--- src/rtl/girq_pkg.sv ---
`timescale 1ns/1ps
package girq_pkg;

    // Trigger kinds, encoded as {trigger class, polarity}
    typedef enum logic [1:0] {
        TRIG_RISE = 2'b00,
        TRIG_FALL = 2'b01,
        TRIG_LOW  = 2'b10,
        TRIG_HIGH = 2'b11
    } trig_kind_e;

    function automatic trig_kind_e decode_trig(input logic lvl_sel, input logic inv);
        return trig_kind_e'({lvl_sel, inv});
    endfunction

endpackage

--- src/rtl/girq_sync.sv ---
`timescale 1ns/1ps
module girq_sync #(
    parameter int WIDTH  = 95,
    parameter int STAGES = 2
) (
    input  logic             clk,
    input  logic             rst_n,
    input  logic [WIDTH-1:0] async_in,
    output logic [WIDTH-1:0] lvl_now,
    output logic [WIDTH-1:0] lvl_prev
);

    logic [WIDTH-1:0] stage_q [STAGES];
    logic [WIDTH-1:0] prev_q;

    always_ff @(posedge clk or negedge rst_n) begin
        if (!rst_n) begin
            for (int k = 0; k < STAGES; k++) begin
                stage_q[k] <= '0;
            end
            prev_q <= '0;
        end else begin
            stage_q[0] <= async_in;
            for (int k = 1; k < STAGES; k++) begin
                stage_q[k] <= stage_q[k-1];
            end
            prev_q <= stage_q[STAGES-1];
        end
    end

    assign lvl_now  = stage_q[STAGES-1];
    assign lvl_prev = prev_q;

endmodule

--- src/rtl/girq_trig_detect.sv ---
`timescale 1ns/1ps
module girq_trig_detect
    import girq_pkg::*;
#(
    parameter int NUM_PINS = 95
) (
    input  logic [NUM_PINS-1:0] lvl_now,
    input  logic [NUM_PINS-1:0] lvl_prev,
    input  logic [NUM_PINS-1:0] trig_level,
    input  logic [NUM_PINS-1:0] trig_inv,
    output logic [NUM_PINS-1:0] hit
);

    for (genvar i = 0; i < NUM_PINS; i++) begin : g_pin
        trig_kind_e kind;
        assign kind = decode_trig(trig_level[i], trig_inv[i]);

        always_comb begin
            unique case (kind)
                TRIG_RISE: hit[i] =  lvl_now[i] & ~lvl_prev[i];
                TRIG_FALL: hit[i] = ~lvl_now[i] &  lvl_prev[i];
                TRIG_LOW:  hit[i] = ~lvl_now[i];
                TRIG_HIGH: hit[i] =  lvl_now[i];
                default:   hit[i] = 1'b0;
            endcase
        end
    end

endmodule

--- src/rtl/girq_status_bank.sv ---
`timescale 1ns/1ps
module girq_status_bank #(
    parameter int NUM_PINS = 95,
    parameter int WORD_W   = 32,
    parameter int IDX_W    = 2
) (
    input  logic                clk,
    input  logic                rst_n,
    input  logic [NUM_PINS-1:0] hit,
    input  logic [NUM_PINS-1:0] gpio_use,
    input  logic [NUM_PINS-1:0] dir_in,
    input  logic                clr_we,
    input  logic [IDX_W-1:0]    clr_idx,
    input  logic [WORD_W-1:0]   clr_data,
    output logic [NUM_PINS-1:0] sts
);

    for (genvar i = 0; i < NUM_PINS; i++) begin : g_bit
        localparam int WORD = i / WORD_W;
        localparam int BIT  = i % WORD_W;

        logic qual;
        logic clr;

        assign qual = gpio_use[i] & dir_in[i];
        assign clr  = clr_we && (clr_idx == IDX_W'(WORD)) && clr_data[BIT];

        // Priority: disqualified pin -> 0, trigger event -> 1, clear -> 0
        always_ff @(posedge clk or negedge rst_n) begin
            if (!rst_n) begin
                sts[i] <= 1'b0;
            end else if (!qual) begin
                sts[i] <= 1'b0;
            end else if (hit[i]) begin
                sts[i] <= 1'b1;
            end else if (clr) begin
                sts[i] <= 1'b0;
            end
        end
    end

endmodule

--- src/rtl/girq_mask_reduce.sv ---
`timescale 1ns/1ps
module girq_mask_reduce #(
    parameter int NUM_PINS = 95,
    parameter int WORD_W   = 32,
    parameter int IDX_W    = 2
) (
    input  logic                clk,
    input  logic                rst_n,
    input  logic                ena_we,
    input  logic [IDX_W-1:0]    ena_idx,
    input  logic [WORD_W-1:0]   ena_data,
    input  logic [NUM_PINS-1:0] sts,
    output logic                irq
);

    logic [NUM_PINS-1:0] ena_q;

    for (genvar i = 0; i < NUM_PINS; i++) begin : g_ena
        localparam int WORD = i / WORD_W;
        localparam int BIT  = i % WORD_W;

        always_ff @(posedge clk or negedge rst_n) begin
            if (!rst_n) begin
                ena_q[i] <= 1'b0;
            end else if (ena_we && (ena_idx == IDX_W'(WORD))) begin
                ena_q[i] <= ena_data[BIT];
            end
        end
    end

    assign irq = |(sts & ena_q);

endmodule

--- src/rtl/gpio_irq_agg.sv ---
`timescale 1ns/1ps
module gpio_irq_agg #(
    parameter int NUM_PINS    = 95,
    parameter int WORD_W      = 32,
    parameter int SYNC_STAGES = 2,
    localparam int NUM_WORDS  = (NUM_PINS + WORD_W - 1) / WORD_W,
    localparam int IDX_W      = (NUM_WORDS > 1) ? $clog2(NUM_WORDS + 1) : 1,
    localparam int PAD_W      = NUM_WORDS * WORD_W
) (
    input  logic                clk,
    input  logic                rst_n,
    input  logic [NUM_PINS-1:0] pin_level,
    input  logic [NUM_PINS-1:0] cfg_gpio_use,
    input  logic [NUM_PINS-1:0] cfg_dir_in,
    input  logic [NUM_PINS-1:0] cfg_trig_level,
    input  logic [NUM_PINS-1:0] cfg_trig_inv,
    input  logic                sts_clr_we,
    input  logic [IDX_W-1:0]    sts_clr_idx,
    input  logic [WORD_W-1:0]   sts_clr_data,
    input  logic                ena_we,
    input  logic [IDX_W-1:0]    ena_idx,
    input  logic [WORD_W-1:0]   ena_data,
    output logic [PAD_W-1:0]    sts_words,
    output logic                irq_out
);

    logic [NUM_PINS-1:0] lvl_now;
    logic [NUM_PINS-1:0] lvl_prev;
    logic [NUM_PINS-1:0] trig_hit;
    logic [NUM_PINS-1:0] sts_vec;

    girq_sync #(
        .WIDTH  (NUM_PINS),
        .STAGES (SYNC_STAGES)
    ) u_sync (
        .clk      (clk),
        .rst_n    (rst_n),
        .async_in (pin_level),
        .lvl_now  (lvl_now),
        .lvl_prev (lvl_prev)
    );

    girq_trig_detect #(
        .NUM_PINS (NUM_PINS)
    ) u_detect (
        .lvl_now    (lvl_now),
        .lvl_prev   (lvl_prev),
        .trig_level (cfg_trig_level),
        .trig_inv   (cfg_trig_inv),
        .hit        (trig_hit)
    );

    girq_status_bank #(
        .NUM_PINS (NUM_PINS),
        .WORD_W   (WORD_W),
        .IDX_W    (IDX_W)
    ) u_status (
        .clk      (clk),
        .rst_n    (rst_n),
        .hit      (trig_hit),
        .gpio_use (cfg_gpio_use),
        .dir_in   (cfg_dir_in),
        .clr_we   (sts_clr_we),
        .clr_idx  (sts_clr_idx),
        .clr_data (sts_clr_data),
        .sts      (sts_vec)
    );

    girq_mask_reduce #(
        .NUM_PINS (NUM_PINS),
        .WORD_W   (WORD_W),
        .IDX_W    (IDX_W)
    ) u_mask (
        .clk      (clk),
        .rst_n    (rst_n),
        .ena_we   (ena_we),
        .ena_idx  (ena_idx),
        .ena_data (ena_data),
        .sts      (sts_vec),
        .irq      (irq_out)
    );

    if (PAD_W > NUM_PINS) begin : g_pad
        assign sts_words = {{(PAD_W - NUM_PINS){1'b0}}, sts_vec};
    end else begin : g_nopad
        assign sts_words = sts_vec;
    end

endmodule

--- config.mk ---
export PLATFORM = sky130hd
export DESIGN_NAME = gpio_irq_agg
export DESIGN_NICKNAME = d
export VERILOG_FILES = /design/src/rtl/girq_pkg.sv /design/src/rtl/girq_sync.sv /design/src/rtl/girq_trig_detect.sv /design/src/rtl/girq_status_bank.sv /design/src/rtl/girq_mask_reduce.sv /design/src/rtl/gpio_irq_agg.sv
export SDC_FILE = /design/constraint.sdc
export NUM_CORES = 1
export LEC_CHECK = 0
export BUFFER_PORTS_ARGS = -buffer_cell sky130_fd_sc_hd__buf_2
export CAP_MARGIN = 40
export CORE_UTILIZATION = 30
export DETAILED_ROUTE_END_ITERATION = 7
export GPL_TIMING_DRIVEN = 0
export PLACE_DENSITY = 0.55
export SLEW_MARGIN = 25
export SYNTH_ARGS = -nofsm -noshare
export SYNTH_HDL_FRONTEND = slang
export SYNTH_HIERARCHICAL = 1
export SYNTH_SLANG_ARGS = --single-unit
--- constraint.sdc ---
create_clock -name clk -period 1.7 [get_ports clk]
set_input_delay 0.17 -clock clk [delete_from_list [all_inputs] [get_ports clk]]
set_output_delay 0.17 -clock clk [all_outputs]
set_load 0.02 [all_outputs]
==> results.json, run 1 <==
{
  "die_x_um": 259.2,
  "total_die_area_um2": 67190,
  "synthTopCellsByArea": "dfrtp_1 60%, mux2_2 5.3%, a21bo_2 4.8%, o32a_1 4.8%, and3b_1 4.3%",
  "final_common_cell": "buf_2",
  "design.portCount": 644,
  "detail_route.wl_per_cell_um": 21.64,
  "clock_tree_from_tritoncts": "built",
  "failed_checks": "setup timing",
  "worst_slew_margin_rel_pct": 50.70,
  "type_of_the_setup_path_with_the_least_slack": "flop to primary output",
  "static-leakage-power_uw": 0.01433,
  "worst_setup_path_end_kind": "primary output",
  "cts.sinks": 475,
  "worst_hold_path_type": "input port to flop",
  "timing.final.setup_violations": 1,
  "worst-endpoint-required_ns": 1.53,
  "synth_largest_area_cell": "dfrtp_1",
  "via_count_of_the_routed_design": 17029,
  "tritoncts.num_buffers": 54,
  "largest_incremental_delay_on_the_critical_path_ns": 0.42,
  "globalplace.congestion": 0.8855,
  "ys_seq_area_share_pct": 59.89,
  "netlist_instances": 1517,
  "cp_max_fo": 3,
  "io_buffer_count": 642,
  "core_box_area_um2": 64930,
  "ctsLongestPathBuffers": 3,
  "final_critical_path_setup_slack_ns": -0.6693,
  "timing.clock.skew_ns": 0.01268,
  "powerDensity_nw_per_um2": 979.6,
  "grt_first_pass_wirelength_mm": 111.0,
  "initial_core_util_pct": 30.57,
  "yosys_warnings": 6,
  "placedInstanceArea_um2": 24310,
  "synth_top_area_share_pct": 59.89,
  "worst-endpoint-arrival_ns": 2.20,
  "post-place-cells": 3020,
  "tightestPinTransition_ns": 0.7395,
  "totalWireLength_mm": 75.54,
  "via_per_inst": 4.878,
  "part_of_the_cycle_the_worst_path_needs_pct": 139.4,
  "insertion_delay_ns": 0.61,
  "grt_pass1_vias": 18646,
  "layout-drive-gt1-share_pct": 40.86,
  "placement_rows": 93,
  "power.ir.vdd_worst_mv": 0.7000,
  "post_synth_instance_area_um2": 19850,
  "hold_viol": 0,
  "worst_setup_hold_path_clk_slew_ns": 0.06,
  "cp_slowest_cell": "dfrtp_1",
  "postSynthAreaPerCell_um2": 13.08,
  "drv.max_cap_violation_count": 0,
  "path_cells": "a22oi_2 -> nand4_1 -> nor4_2 -> nand3_1 -> buf_6",
  "post-route-drc-count": 0,
  "synthToLayoutAreaGrowth_pct": 50.97,
  "stdcell_count": 3491,
  "dr.pass1.iters": 5,
  "overflow": 0,
  "run_status": "finished with violations",
  "route.antenna.remaining_nets": 0,
  "num-nets-final": 3131,
  "yosys_register_bits": 475,
  "timing.setup.tns_ns": -0.6693,
  "floorplan.die.height_um": 259.2,
  "synthesis.nets": 2064,
  "max_freq_ghz": 0.4221,
  "fin_crit_ns": 2.369,
  "cts.root.buffer_cell": "clkbuf_16",
  "clock_tree.htree_level_count": 2,
  "post-route-cell-area_um2": 29960,
  "global_route.usage.total_pct": 22.17,
  "place_ws_ns": -0.3757,
  "final_max_slew_viol_count": 0,
  "grt_setup_unrepaired": "true",
  "layout_common_cells": "648 x buf_2, 468 x dfrtp_1, 358 x dlygate4sd3_1",
  "grt_max_degree": 94,
  "worstSetupStartpointType": "flop",
  "synth.distinct_cells": 30,
  "dp_hpwl_mm": 57.21,
  "detailedRoute.firstIterationViolations": 772,
  "antenna_found_initial": 12
}
critical path, delay by kind of cell, from the launching register on:
kind	cells	cell delay (ns)
AO/OA/AOI/OAI	1	0.35
buffers and inverters	1	0.16
flip-flops	1	0.42
AND/OR/NAND/NOR	3	0.67
metrics by stage:
| stage | util, % | hold slack [ns] | total power (uW) |
|---|---|---|---|
| final | 46.15 | 0.05921 | 29350 |
| after global routing | 46.14 | 0.04884 | 30640 |
| after detailed placement | 37.43 | 0.001540 | 16550 |
| after floorplan | - | -0.1256 | 14530 |
| after global placement | 37.16 | 0.2779 | 16370 |
| after CTS | 46.00 | -0.005548 | 29720 |
metal layers:
metal  part of all wire (%)  up-vias  global-route usage (%)  routed length [um]
met1                     41     8420                   26.53               30620
met4                    3.8        4                   8.758                2901
met5                  0.036        -                       0                  27
met3                    5.7      175                   4.628                4334
met2                     50      627                   38.78               37650
li1                       -     7803                       -                   -
registers in the layout, indices dropped and copies added, names as in the netlist:
register	count
u_mask/ena_q	95
u_status/sts	95
u_sync/lvl_now	95
u_sync/lvl_prev	95
u_sync/stage_q	95
worst paths after layout:
kind | start | endpoint | slack, ns | cells past startpoint
setup / recovery | u_status/sts[51] | irq_out | -0.67 | 5
hold / removal | cfg_trig_level[9] | u_status/sts[9] | 0.06 | 5
setup reg to reg | u_sync/lvl_prev[19] | u_status/sts[19] | 0.34 | 4
hold reg to reg | u_sync/stage_q[154] | u_sync/lvl_now[59] | 0.34 | 0
max in group asynchronous | rst_n | u_status/sts[67] | 0.25 | 5
min in group asynchronous | rst_n | u_sync/lvl_now[80] | 0.14 | 3
area by class of cell:
type | instances | area [um2]
Antenna cell | 10 | 25.02
Buffer | 116 | 873.3
Clock buffer | 80 | 1613
Clock inverter | 18 | 249.0
Fill cell | 5939 | 34970
Inverter | 95 | 356.6
Multi-Input combinational cell | 831 | 6850
Sequential cell | 475 | 11900
Tap cell | 855 | 1070
Timing Repair Buffer | 1011 | 7032
synthesized netlist by cell type:
master / instances
a21bo_2: 95
a21oi_1: 2
a221oi_1: 4
a221oi_2: 1
a222oi_1: 1
a22o_1: 5
a22oi_1: 36
a31oi_1: 93
and2b_2: 1
and3b_1: 97
and4b_1: 1
buf_2: 8
buf_4: 102
buf_6: 6
conb_1: 1
dfrtp_1: 475
inv_1: 95
mux2_1: 2
mux2_2: 93
nand3_1: 3
nand3b_1: 2
nand4_1: 9
nor2b_1: 94
nor3_1: 96
nor3b_2: 1
nor3b_4: 1
nor4_1: 2
nor4bb_1: 1
o211ai_1: 95
o32a_1: 95
cells by family after synthesis:
kind of cell    count (synthesis)  share of synthesized area, %
compound gates                427                         18.04
buf+inv                       211                         6.197
flops                         475                         59.89
mux                            95                         5.390
other cells                     1                       0.01889
simple gates                  308                         10.46
timing repair:
action,CTS,global route
cloned,0,0
resized for setup,21,9
setup buffers,3,1
setup endpoints to repair,2,2
pin swaps,8,7
hold buffers,358,0
endpoints found under the hold margin,376,0
report_power, final:
| group | internal [uW] | total (uW) | switching [uW] |
|---|---|---|---|
| registers | 12200 | 12900 | 650 |
| clock network | 7440 | 12300 | 4820 |
| logic | 2350 | 4240 | 1890 |
Note: power is estimated with default switching activity, not from simulation.
==> inputs of run 2 (changes only) <==
CTS_CLUSTER_DIAMETER = 120   (was default)
RECOVER_POWER = 50   (was default)
==> run 2 against run 1 <==
Compared with the run above:
- the flow still finishes with violations (setup timing)
- cell area shrank 0.23%
- core utilization shrank 0.11 points
- combinational power is essentially flat
- global-route usage is the same
- worst hold slack lost 0.0013 ns
- clock skew shrank 0.00093 ns
- wire length is essentially flat
- critical endpoint unchanged
==> results.json, run 2 (synthesis results as in run 1) <==
{
  "final_critical_path_setup_slack_ns": -0.6594,
  "global_route.usage.total_pct": 22.17,
  "globalplace.congestion": 0.8855,
  "type_of_the_setup_path_with_the_least_slack": "flop to primary output",
  "worstSetupStartpointType": "flop",
  "crit_family": "simple AND/OR/NAND/NOR gates",
  "worst-endpoint-arrival_ns": 2.19,
  "final_core_utilization_pct": 46.04,
  "via_per_inst": 4.877,
  "part_of_the_cycle_the_worst_path_needs_pct": 138.8,
  "hold-path-endpoint": "u_status/sts[39]",
  "core_box_area_um2": 64930,
  "hold_viol": 0,
  "detail_route.wl_per_cell_um": 21.64,
  "powerDensity_nw_per_um2": 981.8,
  "critPathBufInv": 1,
  "clock_tree.htree_level_count": 2,
  "die_x_um": 259.2,
  "worst_slew_margin_rel_pct": 19.60,
  "worst_setup_path_end_kind": "primary output",
  "fillCellCount": 5955,
  "cts.sinks": 475,
  "sequential_cell_area_um2": 11900,
  "drt-met1-wl_mm": 30.64,
  "grt_setup_unrepaired": "true",
  "via_count_of_the_routed_design": 17024,
  "timing.final.setup_violations": 166,
  "total_die_area_um2": 67190,
  "layout_common_cells": "641 x buf_2, 468 x dfrtp_1, 358 x dlygate4sd3_1",
  "cp_slowest_cell": "dfrtp_1",
  "tightestPinTransition_ns": 1.206,
  "cp_max_fo": 3,
  "min_from": "cfg_trig_level[39]",
  "worst_setup_hold_path_clk_slew_ns": 0.06,
  "max_freq_ghz": 0.4238,
  "hold_depth": 5,
  "failed_checks": "setup timing",
  "largest_incremental_delay_on_the_critical_path_ns": 0.46,
  "post-route-drc-count": 0,
  "route.top_layer_used": "met5",
  "crit-reg2reg-capture": "u_status/sts[29]",
  "synthToLayoutAreaGrowth_pct": 50.61,
  "grt_max_degree": 94,
  "final_max_slew_viol_count": 0,
  "dp_hpwl_mm": 57.21,
  "grt_pass1_vias": 18646,
  "detailroute.wirelength.met3_mm": 4.391,
  "route.antenna.remaining_nets": 0,
  "timing.clock.skew_ns": 0.01175,
  "detailedRoute.firstIterationViolations": 772,
  "tritoncts.num_buffers": 54,
  "dr.pass1.iters": 5,
  "ctsLongestPathBuffers": 3,
  "initial_core_util_pct": 30.57,
  "worst_hold_path_type": "input port to flop",
  "cts.root.buffer_cell": "clkbuf_16",
  "run_status": "finished with violations",
  "post-place-cells": 3020,
  "fin_crit_ns": 2.359,
  "clock_tree_from_tritoncts": "built",
  "static-leakage-power_uw": 0.01427,
  "final_common_cell": "buf_2",
  "antenna_found_initial": 12,
  "totalWireLength_mm": 75.55,
  "power.ir.vdd_worst_mv": 0.7011,
  "layout-drive-gt1-share_pct": 40.44,
  "placement_rows": 93,
  "r2r_cells": 4,
  "routed-wl-met2_mm": 37.64,
  "stdcell_count": 3491,
  "multiInputGateArea_um2": 6850,
  "placedInstanceArea_um2": 24310,
  "num-nets-final": 3131,
  "design.portCount": 644,
  "io_buffer_count": 642,
  "grt_first_pass_wirelength_mm": 111.0,
  "worst_r2r_startpoint": "u_sync/lvl_prev[29]",
  "insertion_delay_ns": 0.61,
  "timing.reg2reg.setup_slack_ns": 0.34,
  "worst-endpoint-required_ns": 1.53,
  "overflow": 0,
  "post-route-cell-area_um2": 29890,
  "drv.max_cap_violation_count": 0,
  "path_cells": "a22oi_2 -> nand4_1 -> nor4_2 -> nand3_1 -> buf_6",
  "floorplan.die.height_um": 259.2
}
run 2: changes by cell type in the layout (fill, tap and decap cells not counted), sizes merged:
cell,before,now
buf,769,757
clkbuf,80,92
run 2: per-layer routing:
metal  vias to the layer above  GRT usage (%)
li1                       7800              -
met1                      8422          26.53
met2                       625          38.78
met3                       173          4.628
met4                         4          8.758
met5                         -              0
run 2: worst reg2reg max path: cells and delay by family (launching register included):
| family | cells | cell delay (ns) |
|---|---|---|
| and+or+nand+nor | 1 | 0.18 |
| DFF | 1 | 0.38 |
| AOI/OAI and AO/OA | 3 | 0.66 |
run 2: worst max-delay path by stage:
stage / slack, ns / endpoint / depth (start not counted) / startpoint
after floorplan: 0.1 / irq_out / 5 / u_status/sts[42]
after global placement: -9.51 / u_sync/lvl_prev[35] / 1 / rst_n
after detailed placement: -0.38 / irq_out / 5 / u_status/sts[68]
after CTS: -0.77 / irq_out / 6 / u_status/sts[19]
after global routing: -0.72 / irq_out / 5 / u_status/sts[51]
final: -0.66 / irq_out / 5 / u_status/sts[61]
run 2: power breakdown:
part | leakage (uW) | internal [uW] | switching, uW
combinational | 0.00765 | 2330 | 1890
clock | 0.000914 | 7440 | 4830
sequential | 0.00571 | 12200 | 654
total | 0.0143 | 22000 | 7370
run 2: layout make-up:
| type | count | share of cell area, % |
|---|---|---|
| well taps | 855 | 3.579 |
| clock inverters | 18 | 0.8329 |
| repair buffers | 1011 | 23.33 |
| plain buffers | 116 | 2.884 |
| clock buffers | 80 | 5.395 |
| flip-flops and latches | 475 | 39.79 |
| multi-input cells | 831 | 22.92 |
| diodes | 10 | 0.08371 |
| inverters | 95 | 1.193 |
run 2: per-stage QoR:
stage / setup TNS, ns / power [uW] / worst slack, ns / hold slack (ns)
finish: -40.11 / 29350 / -0.6594 / 0.05787
global placement: -4478.73 / 16370 / -9.514 / 0.2779
CTS: -0.8585 / 29720 / -0.7687 / -0.005548
floorplan: 0 / 14530 / 0.09796 / -0.1256
detailed placement: -0.3757 / 16550 / -0.3757 / 0.001540
global route: -96.59 / 30620 / -0.7215 / 0.04884
run 2: what timing repair did:
action                                 in CTS  in global routing
hold buffers                              358                  0
setup endpoints to repair                   2                  2
resized for setup                          21                  9
pin swaps                                   8                  7
setup buffers                               3                  1
endpoints found under the hold margin     376                  0
